<file path="config.mk">
export PLATFORM = sky130hd
export DESIGN_NAME = gcc_group
export DESIGN_NICKNAME = d
export VERILOG_FILES = /design/src/rtl/gcc_pkg.sv /design/src/rtl/gcc_csr.sv /design/src/rtl/gcc_chan.sv /design/src/rtl/gcc_rdmux.sv /design/src/rtl/gcc_group.sv
export SDC_FILE = /design/constraint.sdc
export NUM_CORES = 2
export LEC_CHECK = 0
export BUFFER_PORTS_ARGS = -buffer_cell sky130_fd_sc_hd__buf_2
export CAP_MARGIN = 20
export CORE_MARGIN = 4
export CORE_UTILIZATION = 59
export CTS_BUF_LIST = sky130_fd_sc_hd__clkbuf_8
export CTS_CLUSTER_DIAMETER = 60
export DETAILED_ROUTE_END_ITERATION = 8
export GPL_ROUTABILITY_DRIVEN = 0
export PLACE_DENSITY_LB_ADDON = 0.05
export SLEW_MARGIN = 20
export SYNTH_ARGS = -nofsm -noshare
export SYNTH_HDL_FRONTEND = slang
export SYNTH_SLANG_ARGS = --single-unit
</file>
<file path="constraint.sdc">
create_clock -name clk -period 2.5 [get_ports clk]
set_clock_uncertainty 0.15 [all_clocks]
set_input_delay 0 -clock clk [delete_from_list [all_inputs] [get_ports clk]]
set_output_delay 0 -clock clk [all_outputs]
set_load 0.01 [all_outputs]
</file>
<file path="src/rtl/gcc_pkg.sv">
package gcc_pkg;

    localparam int REG_W  = 16;
    localparam int TS_W   = 64;
    localparam int ADDR_W = 9;
    localparam int FLD_W  = 32;

    localparam logic [ADDR_W-1:0] A_CTRL = 9'h000;
    localparam logic [ADDR_W-1:0] A_NCH  = 9'h001;
    localparam logic [ADDR_W-1:0] A_GLVL = 9'h004;
    localparam logic [ADDR_W-1:0] A_SEL0 = 9'h0C0;

    typedef struct packed {
        logic [FLD_W-1:0] act;
        logic [FLD_W-1:0] full;
        logic [TS_W-1:0]  t_start;
        logic [TS_W-1:0]  t_end;
        logic [FLD_W-1:0] gnum;
    } chan_res_t;

    typedef enum logic [2:0] {
        F_ACT    = 3'd0,
        F_FULL   = 3'd1,
        F_START0 = 3'd2,
        F_START1 = 3'd3,
        F_END0   = 3'd4,
        F_END1   = 3'd5,
        F_GNUM   = 3'd6,
        F_RSVD   = 3'd7
    } field_e;

    function automatic logic [REG_W-1:0] pick64(logic [TS_W-1:0] v, logic [1:0] k);
        return v[{k, 4'b0000} +: REG_W];
    endfunction

    function automatic logic [REG_W-1:0] pick32(logic [FLD_W-1:0] v, logic k);
        return k ? v[31:16] : v[15:0];
    endfunction

    function automatic logic [REG_W-1:0] grp_word(chan_res_t r, logic [3:0] w);
        logic [REG_W-1:0] d;
        case (field_e'(w[3:1]))
            F_ACT:              d = pick32(r.act, w[0]);
            F_FULL:             d = pick32(r.full, w[0]);
            F_START0, F_START1: d = pick64(r.t_start, w[1:0]);
            F_END0, F_END1:     d = pick64(r.t_end, w[1:0]);
            F_GNUM:             d = pick32(r.gnum, w[0]);
            default:            d = '0;
        endcase
        return d;
    endfunction

endpackage

</file>
<file path="src/rtl/gcc_csr.sv">
module gcc_csr
    import gcc_pkg::*;
#(
    parameter int N_CH  = 4,
    parameter int N_IN  = 8,
    parameter int SEL_W = 3
) (
    input  logic                          clk,
    input  logic                          rst,
    input  logic [ADDR_W-1:0]             reg_addr,
    input  logic                          reg_wr,
    input  logic [REG_W-1:0]              reg_wdata,
    output logic                          lock_o,
    output logic                          clr_o,
    output logic                          snap_o,
    output logic [N_CH-1:0][SEL_W-1:0]    sel_o
);

    logic                       lock_q;
    logic [N_CH-1:0][SEL_W-1:0] sel_q;
    logic                       ctrl_wr;
    logic                       unused_wdata;

    assign unused_wdata = ^reg_wdata;
    assign ctrl_wr = reg_wr && (reg_addr == A_CTRL);
    assign clr_o   = ctrl_wr && reg_wdata[0];
    assign snap_o  = ctrl_wr && reg_wdata[1] && !lock_q;
    assign lock_o  = lock_q;
    assign sel_o   = sel_q;

    always_ff @(posedge clk) begin
        if (rst) begin
            lock_q <= 1'b0;
            for (int c = 0; c < N_CH; c++) begin
                sel_q[c] <= SEL_W'(c % N_IN);
            end
        end else begin
            if (ctrl_wr) begin
                lock_q <= reg_wdata[1];
            end
            for (int c = 0; c < N_CH; c++) begin
                if (reg_wr && (reg_addr == A_SEL0 + ADDR_W'(c))) begin
                    sel_q[c] <= reg_wdata[SEL_W-1:0];
                end
            end
        end
    end


    lock_track_chk: assert property (@(posedge clk) disable iff (rst)
        (ctrl_wr && !reg_wdata[1]) |=> !lock_o);

endmodule

</file>
<file path="src/rtl/gcc_chan.sv">
module gcc_chan
    import gcc_pkg::*;
#(
    parameter int N_IN  = 8,
    parameter int SEL_W = 3,
    parameter int CNT_W = 32
) (
    input  logic             clk,
    input  logic             rst,
    input  logic [N_IN-1:0]  hit_i,
    input  logic [SEL_W-1:0] sel_i,
    input  logic             gate_i,
    input  logic [TS_W-1:0]  ts_i,
    input  logic             clr_i,
    input  logic             snap_i,
    input  logic             lock_i,
    output chan_res_t        res_o,
    output logic             gate_lvl_o
);

    localparam logic [CNT_W-1:0] CMAX = '1;

    logic [CNT_W-1:0] act_q, full_q, gnum_q;
    logic [TS_W-1:0]  t_start_q, t_end_q;
    logic             gate_q;
    logic             ev, rise, fall;
    chan_res_t        live, snap_q;

    function automatic logic [CNT_W-1:0] sat_add(logic [CNT_W-1:0] v, logic inc);
        return (inc && v != CMAX) ? v + 1'b1 : v;
    endfunction

    always_comb begin
        ev = 1'b0;
        if (int'(sel_i) < N_IN) begin
            ev = hit_i[sel_i];
        end
    end

    assign rise = gate_i && !gate_q;
    assign fall = !gate_i && gate_q;

    always_ff @(posedge clk) begin
        if (rst) begin
            gate_q    <= 1'b0;
            act_q     <= '0;
            full_q    <= '0;
            gnum_q    <= '0;
            t_start_q <= '0;
            t_end_q   <= '0;
            snap_q    <= '0;
        end else begin
            gate_q <= gate_i;
            if (snap_i) begin
                snap_q <= live;
            end
            if (clr_i) begin
                act_q     <= '0;
                full_q    <= '0;
                gnum_q    <= '0;
                t_start_q <= '0;
                t_end_q   <= '0;
            end else begin
                if (rise) begin
                    act_q     <= CNT_W'(ev);
                    full_q    <= CNT_W'(ev);
                    gnum_q    <= sat_add(gnum_q, 1'b1);
                    t_start_q <= ts_i;
                end else begin
                    if (gate_i) begin
                        act_q <= sat_add(act_q, ev);
                    end
                    full_q <= sat_add(full_q, ev);
                end
                if (fall) begin
                    t_end_q <= ts_i;
                end
            end
        end
    end

    always_comb begin
        live.act     = FLD_W'(act_q);
        live.full    = FLD_W'(full_q);
        live.gnum    = FLD_W'(gnum_q);
        live.t_start = t_start_q;
        live.t_end   = t_end_q;
    end

    assign res_o      = lock_i ? snap_q : live;
    assign gate_lvl_o = gate_q;


    act_le_full_chk: assert property (@(posedge clk) disable iff (rst)
        act_q <= full_q);


    no_wrap_chk: assert property (@(posedge clk) disable iff (rst)
        (full_q == CMAX && !clr_i && !rise) |=> full_q == CMAX);


    start_cap_chk: assert property (@(posedge clk) disable iff (rst)
        (rise && !clr_i) |=> t_start_q == $past(ts_i));


    gnum_step_chk: assert property (@(posedge clk) disable iff (rst)
        (rise && !clr_i && gnum_q != CMAX) |=> gnum_q == $past(gnum_q) + 1'b1);


    end_cap_chk: assert property (@(posedge clk) disable iff (rst)
        (fall && !clr_i) |=> t_end_q == $past(ts_i));


    clear_zero_chk: assert property (@(posedge clk) disable iff (rst)
        clr_i |=> (act_q == '0 && full_q == '0 && gnum_q == '0));


    snap_hold_chk: assert property (@(posedge clk) disable iff (rst)
        (lock_i && $past(lock_i)) |-> $stable(res_o));

endmodule

</file>
<file path="src/rtl/gcc_rdmux.sv">
module gcc_rdmux
    import gcc_pkg::*;
#(
    parameter int N_CH  = 4,
    parameter int SEL_W = 3
) (
    input  logic [ADDR_W-1:0]          reg_addr,
    input  chan_res_t [N_CH-1:0]       res_i,
    input  logic                       lock_i,
    input  logic [N_CH-1:0][SEL_W-1:0] sel_i,
    input  logic [N_CH-1:0]            glvl_i,
    output logic [REG_W-1:0]           reg_rdata
);

    logic [TS_W-1:0] glvl64;

    assign glvl64 = TS_W'(glvl_i);

    always_comb begin
        reg_rdata = '0;
        if (reg_addr == A_CTRL) begin
            reg_rdata = {14'b0, lock_i, 1'b0};
        end else if (reg_addr == A_NCH) begin
            reg_rdata = REG_W'(N_CH);
        end else if (reg_addr[8:2] == A_GLVL[8:2]) begin
            reg_rdata = pick64(glvl64, reg_addr[1:0]);
        end
        for (int c = 0; c < N_CH; c++) begin
            if (reg_addr[8:4] == 5'(c + 1)) begin
                reg_rdata = grp_word(res_i[c], reg_addr[3:0]);
            end
            if (reg_addr == A_SEL0 + ADDR_W'(c)) begin
                reg_rdata = REG_W'(sel_i[c]);
            end
        end
    end

endmodule

</file>
<file path="src/rtl/gcc_group.sv">
module gcc_group
    import gcc_pkg::*;
#(
    parameter int N_CH  = 4,
    parameter int N_IN  = 8,
    parameter int CNT_W = 32
) (
    input  logic              clk,
    input  logic              rst,
    input  logic [N_IN-1:0]   hit_in,
    input  logic [N_CH-1:0]   gate_in,
    input  logic [TS_W-1:0]   ts_in,
    input  logic [ADDR_W-1:0] reg_addr,
    input  logic              reg_wr,
    input  logic [REG_W-1:0]  reg_wdata,
    output logic [REG_W-1:0]  reg_rdata
);

    localparam int SEL_W = (N_IN > 1) ? $clog2(N_IN) : 1;

    logic                       lock, clr, snap;
    logic [N_CH-1:0][SEL_W-1:0] sel;
    logic [N_CH-1:0]            glvl;
    chan_res_t [N_CH-1:0]       res;

    gcc_csr #(.N_CH(N_CH), .N_IN(N_IN), .SEL_W(SEL_W)) u_csr (
        .clk       (clk),
        .rst       (rst),
        .reg_addr  (reg_addr),
        .reg_wr    (reg_wr),
        .reg_wdata (reg_wdata),
        .lock_o    (lock),
        .clr_o     (clr),
        .snap_o    (snap),
        .sel_o     (sel)
    );

    for (genvar c = 0; c < N_CH; c++) begin : g_ch
        gcc_chan #(.N_IN(N_IN), .SEL_W(SEL_W), .CNT_W(CNT_W)) u_ch (
            .clk        (clk),
            .rst        (rst),
            .hit_i      (hit_in),
            .sel_i      (sel[c]),
            .gate_i     (gate_in[c]),
            .ts_i       (ts_in),
            .clr_i      (clr),
            .snap_i     (snap),
            .lock_i     (lock),
            .res_o      (res[c]),
            .gate_lvl_o (glvl[c])
        );
    end

    gcc_rdmux #(.N_CH(N_CH), .SEL_W(SEL_W)) u_rd (
        .reg_addr  (reg_addr),
        .res_i     (res),
        .lock_i    (lock),
        .sel_i     (sel),
        .glvl_i    (glvl),
        .reg_rdata (reg_rdata)
    );

endmodule

</file>
* Yosys cells after proc, flatten, opt, wreduce, memory -nomap -nowiden *
Index checks and enable logic that the tools add are counted.

word-level totals
  flip-flop bits (word level) = 1809
  latch bits = 0
  memory bits (writable) = 0
  memory bits (read-only) = 0
  bits of input ports = 104
  output and inout port bits = 16
  word-level logic and storage cells = 235
  memories = 0

cells by class
  add/sub/neg operators = 12
  multiply operators = 0
  div/mod/pow operators = 0
  magnitude comparators = 4
  equal/unequal tests = 28
  shift operators = 9
  muxes and demuxes = 59
  bitwise operators = 0
  reductions and logical operators = 66

operators by type and width
  operator                                                                count
  224-bit two-way mux                                                     4
  64-bit by 7-bit variable part select with 16-bit output                 9
  32-bit by 1-bit adder with 32-bit output (second input constant)        12
  32-bit != test (second input constant)                                  12
  16-bit two-way mux                                                      23
  16-bit case mux with 5 select lines                                     4
  9-bit by 8-bit equality test with 1-bit output (second input constant)  4
  1-bit logical AND                                                       24
  1-bit two-way mux                                                       24
  2-bit AND reduction                                                     12
  2-bit nonzero test                                                      12
  3-bit by 4-bit < comparator with 1-bit output (second input constant)   4
  1-bit binary-select mux with 3-bit select                               4
  3-bit OR reduction                                                      4
  5-bit by 2-bit equality test with 1-bit output (second input constant)  2
  3-bit equality test (second input constant)                             3
  9-bit by 1-bit equality test with 1-bit output (second input constant)  1
  1-bit zero test                                                         9
  9-bit zero test                                                         1
  7-bit by 1-bit equality test with 1-bit output (second input constant)  1
  3-bit by 2-bit equality test with 1-bit output (second input constant)  2
  2-bit OR reduction                                                      3
  5-bit by 1-bit equality test with 1-bit output (second input constant)  1
  5-bit by 3-bit equality test with 1-bit output (second input constant)  1
  2 further kinds                                                         2

* Logic depth before layout (Yosys ltp) *
  word-level depth = 12
  gate-level depth with buffers = 12

* Hierarchy *
From an unflattened synthesis, not the netlist that was laid out.

unflattened totals
  cells, all modules = 9757
  area total of the unflattened synthesis = 88354.7 µm²

by module, submodules not included
  module     instances  cells each  area each (µm²)  sequential area each (µm²)
  gcc_chan   4          2177        19904.1          8988.6
  gcc_rdmux  1          986         8135.3           0.0
  gcc_csr    1          63          603.1            260.2

* Least setup slack after synthesis *
Ideal clock, no wire load.

  path kind = register -> output
  from = register u_csr.lock_q, in the netlist u_csr.lock_o
  to = output reg_rdata[6]
  arrival = 2.650 ns
  required time = 2.350 ns
  setup slack = -0.300 ns
  stages on the path, launching flop included = 11
  path buffers = 5
  cells stage by stage = dfxtp_1 > clkbuf_1 > buf_2 > buf_2 > buf_1 > clkbuf_1 > mux4_2 > a221oi_1 > o221ai_1 > a21oi_1 > o211ai_1

on the way
  cells in the longest elaborated chain, start to end = 11

RTL lines
  item                                                                                           RTL line                      source
  from (decl)                                                                                    gcc_csr.sv:19                 logic lock_q;
  from (signal assigned)                                                                         gcc_csr.sv:39                 lock_q <= reg_wdata[1];
  224-bit two-way mux                                                                            gcc_chan.sv:90                assign res_o = lock_i ? snap_q : live;
  64-bit by 7-bit variable part select with 16-bit output or 16-bit two-way mux (tied branches)  gcc_pkg.sv:33, gcc_pkg.sv:37
  16-bit case mux with 5 select lines                                                            gcc_pkg.sv:42                 case (field_e'(w[3:1]))
  16-bit two-way mux                                                                             gcc_rdmux.sv:29               if (reg_addr[8:4] == 5'(c + 1)) begin
  16-bit two-way mux                                                                             gcc_rdmux.sv:32               if (reg_addr == A_SEL0 + ADDR_W'(c)) begin
  16-bit two-way mux                                                                             gcc_rdmux.sv:29
  16-bit two-way mux                                                                             gcc_rdmux.sv:32
  16-bit two-way mux                                                                             gcc_rdmux.sv:29
  16-bit two-way mux                                                                             gcc_rdmux.sv:32
  16-bit two-way mux *                                                                           gcc_rdmux.sv:29
  16-bit two-way mux *                                                                           gcc_rdmux.sv:32
  to (decl)                                                                                      gcc_group.sv:16               output logic [REG_W-1:0] reg_rdata

Mark *: on every way between the ends. The rest lies on a longest branch, timed or not.

* Worst setup path in the final report *
  from = register u_csr.lock_q, in the netlist u_csr.lock_o
  to = output reg_rdata[10]

The elaborated chain is that of the path after synthesis.

==> reports/results.tsv <==
stage	metric	value	unit
outcome	status	finished, violations left	
outcome	violated checks	DRC, setup timing	
timing	Slew Viols, Final	0	
synthesis	Synth Net Count	10500	
setup_path	CP Max Fanout	6	
synthesis	Ys Warns	0	
global_routing	first-pass GRT wire length	490000	µm
final_layout	Area Growth Syn to Fin	25.8	%
run	Max-cap violations	0	
final_layout	design area	104000	µm²
place	PortBufs	106	
synthesis	largest cells by area after synthesis	dfxtp_1 44%, nand2_1 15%, a21oi_1 9.3%	
setup_path	Crit. End Element	primary output	
synthesis	Synth top area share	0.439	
synthesis	Post-synth EDFFs	0	
global_routing	number of global-route vias before repair	80300	
timing	fin crit share	1.69	
timing	worst-margin pin slew	1.26	ns
clock_network	CTS tree	done	
global_routing	gr ovfl total	0	
global_routing	GRT Util Overall	0.435	
setup_path	CP Buf/Inv Count	5	
setup_path	CP Class	reg -> out	
setup_path	Reg2Reg Launch Point	u_csr.lock_o$_SDFFE_PP0P_	
timing	Fmax	237	MHz
place	placed cell areas	92400	µm²
floorplan	height of the die	382	µm
drt	DR vias	85900	
setup_path	crit-path max cell delay	0.43	ns
power_and_ir_drop	worst vdd ir	0.509	mV
setup_path	R2R Path End	g_ch[1].u_ch.snap_q[188]$_SDFFE_PP0P_	
synthesis	fraction of registers with async set/reset	0	
timing	Final setup viols	35	
setup_path	Worst path slowest cell	a2111o_1	
setup_path	Startpoint Class	flop	
synthesis	flops & latches, synth	1809	
floorplan	Initial Util	0.597	
setup_path	data arrival time of the critical path	4.07	ns
drt	Final ANT Viol Nets	0	
power_and_ir_drop	pwr/cell area	585	nW/µm²
setup_path	Req. time, crit path	2.35	ns
power_and_ir_drop	LEAKAGE	36.2	nW
clock_network	clk root buf	clkbuf_8	
drt	met2 WL post-DR	141000	µm
setup_path	CP top delay family	compound AO/OA/AOI/OAI gates	
clock_network	clock-pin slew on the worst setup and hold paths	0.06	ns
drt	final wirelength	335000	µm
synthesis	Yosys cell types	89	
timing	post-route setup slack	-1.72	ns
drt	1st-pass router iterations	9	
synthesis	cells after synthesis	10400	
synthesis	list of most frequent post-synthesis cells	3399 x nand2_1, 1809 x dfxtp_1, 1541 x a21oi_1	
clock_network	clk buf depth	4	
timing	RSZ-0062 raised after global routing	true	
clock_network	worst skew pair latency	1.00	ns
global_routing	initial antenna violation count	38	
floorplan	IO Pins	120	
place	hpwl dp	222000	µm
synthesis	average size of a mapped cell	7.92	µm²
synthesis	top cell type by total area after synthesis	dfxtp_1	
final_layout	Post-layout nets	11500	
setup_path	CP Launch Point	u_csr.lock_o$_SDFFE_PP0P_	
drt	Vias/cell	6.37	
synthesis	Syn Std Cell Area	82500	µm²
setup_path	reg2reg path depth	10	
drt	# DRC	7	
timing	Final min period	4.22	ns
timing	setup TNS	-23.51	ns
drt	Met3 Routed Length	48100	µm
timing	final hold viol count	0	
min_path	hold crit path type	in -> reg	
clock_network	CTS Sinks	1809	
floorplan	num rows	136	
setup_path	Levels on crit path	11	
timing	Max-slew headroom	0.162	
floorplan	die footprint	146000	µm²
setup_path	internal reg-to-reg setup slack	-0.03	ns
setup_path	CP cell instances	buf_12 > buf_12 > buf_6 > buf_6 > mux4_2 > nand2_1 > nand4_1 > a31oi_1 > a2111o_1 > o211ai_1 > buf_2	
setup_path	Setup crit end	reg_rdata[10]	
drt	Iteration-0 DRC Markers	11800	
clock_network	TritonCTS Buffers	315	
clock_network	# H-tree levels	5	
floorplan	Chip Width	382	µm
drt	DR WL/cell	24.8	µm
floorplan	Core Footprint	138000	µm²
drt	met1 wire length	119000	µm
final_layout	layout cell share with drive strength beyond 1	0.197	
global_routing	largest net degree at the start of global routing	214	
drt	max layer used	met5	
synthesis	cell with the most instances after synthesis	nand2_1	
synthesis	predominant post-synthesis flop cell	dfxtp_1	
synthesis	Seq/Total Area, Yosys	0.439	
-- power by group --
part / internal [mW] / total (mW) / leakage (nW) / switching [mW]
combinational: 1.84 / 5.16 / 18.1 / 3.32
sequential: 29.2 / 29.6 / 14.6 / 0.348
clock: 13.8 / 26.0 / 3.41 / 12.3
total: 44.8 / 60.8 / 36.2 / 15.9
-- worst reg2reg max path, stage by stage (launching register included) --
cell,delay [ns]
dfxtp_4,0.38
buf_6,0.13
buf_12,0.16
buf_6,0.23
buf_8,0.17
nand3b_1,0.15
buf_4,0.21
clkbuf_16,0.28
buf_12,0.29
nand2_1,0.10
a21oi_1,0.17
-- timing repair --
| item | 4_1_cts | 5_1_grt |
|---|---|---|
| gates resized for setup | 247 | 198 |
| hold buffers | 187 | 1 |
| endpoints found under the hold margin | 1808 | 23 |
| endpoints found under the setup margin | 378 | 1299 |
| gates cloned | 20 | 8 |
| pin swaps | 83 | 73 |
| setup buffers | 55 | 57 |
-- layer usage --
| metal | vias up | global-route usage |
|---|---|---|
| met5 | - | 0 |
| met4 | 24 | 0.299 |
| met2 | 5946 | 0.639 |
| met1 | 40500 | 0.540 |
| li1 | 37800 | - |
| met3 | 1605 | 0.143 |
-- stage by stage --
step                setup slack (ns)  utilization  hold WS [ns]  instances  power [mW]
floorplan                     -0.144            -       -0.0218      10400        32.3
global placement               -1.33        0.669         0.145      12600        34.6
detailed placement             -1.15        0.669         0.161      12600        34.6
CTS                            -1.41        0.741       -0.0890      13400        60.4
global route                   -1.64        0.751        0.0462      13500        62.2
finish                         -1.72        0.751        0.0314      13500        60.8
-- cell type report --
type	instances	area (µm²)
fill	10200	34400
sequential	1809	36300
timing repair buffer	1518	14800
antenna	26	65.1
tap	1863	2330
multi-input combinational	7695	44300
clock inverter	133	552
clock buffer	385	5300
inverter	51	191
-- placed cells by master (no fill, tap or decap), types with 21 or more instances in the layout --
| master | netlist | layout |
|---|---|---|
| nand3_1 | 273 | 257 |
| and3_1 | 68 | 65 |
| dfxtp_1 | 1809 | 1783 |
| xnor2_1 | 141 | 141 |
| o211ai_1 | 42 | 42 |
| dfxtp_2 | 0 | 24 |
| buf_6 | 2 | 60 |
| a21oi_1 | 1541 | 1525 |
| buf_2 | 141 | 96 |
| and3b_1 | 22 | 21 |
| and4_1 | 52 | 49 |
| or4_1 | 41 | 30 |
| nor2_1 | 358 | 352 |
| buf_12 | 0 | 171 |
| xor2_1 | 127 | 126 |
| inv_1 | 47 | 154 |
| or3_1 | 81 | 76 |
| o21ai_0 | 123 | 111 |
| nand2_1 | 3399 | 3390 |
| buf_16 | 0 | 26 |
| dlygate4sd3_1 | 0 | 179 |
| a32oi_1 | 35 | 28 |
| a211oi_1 | 57 | 41 |
| mux4_2 | 212 | 212 |
| nor4_1 | 63 | 50 |
| a31oi_1 | 63 | 56 |
| mux2i_1 | 310 | 292 |
| o22ai_1 | 114 | 98 |
| nand4_1 | 147 | 147 |
| diode_2 | 0 | 26 |
| buf_4 | 3 | 958 |
| nor3_1 | 90 | 81 |
| and2_1 | 35 | 35 |
| clkbuf_8 | 0 | 385 |
-- how the worst min path moves through the flow --
| stage | depth (start not counted) | from | end |
|---|---|---|---|
| 6_report | 9 | reg_addr[5] | g_ch[3].u_ch.full_q[26]$_SDFFE_PP0P_ |
| 5_1_grt | 9 | reg_addr[5] | g_ch[3].u_ch.full_q[26]$_SDFFE_PP0P_ |
| 4_1_cts | 10 | reg_addr[5] | g_ch[1].u_ch.snap_q[88]$_SDFFE_PP0P_ |
| 3_5_place_dp | 3 | reg_wdata[2] | u_csr.sel_o[11]$_SDFFE_PP0P_ |
| 3_3_place_gp | 3 | reg_wdata[2] | u_csr.sel_o[2]$_SDFFE_PP0P_ |
| 2_1_floorplan | 1 | gate_in[0] | g_ch[0].u_ch.gate_lvl_o$_SDFF_PP0_ |
-- cells by family (layout without fill, tap and decap cells) --
group / after synthesis / count (layout) / synth area share
and+or+nand+nor: 4723 / 4723 / 0.243
xor gates and xnor gates: 268 / 268 / 0.0284
muxes: 546 / 546 / 0.0987
AOI/OAI and AO/OA: 2146 / 2146 / 0.145
buffers and inverters: 913 / 2087 / 0.0440
DFF: 1809 / 1809 / 0.439
adders and majority gates: 12 / 12 / 0.00182
other: 0 / 26 / 0
-- registers in the layout (all words and copies together) (netlist names) --
signal and flops:
g_ch.u_ch.act_q 128, g_ch.u_ch.full_q 128, g_ch.u_ch.gate_lvl_o 4, g_ch.u_ch.gnum_q 128
g_ch.u_ch.snap_q 896, g_ch.u_ch.t_end_q 256, g_ch.u_ch.t_start_q 256, u_csr.lock_o 1
u_csr.sel_o 12
Power figures use the tool's default switching activity.
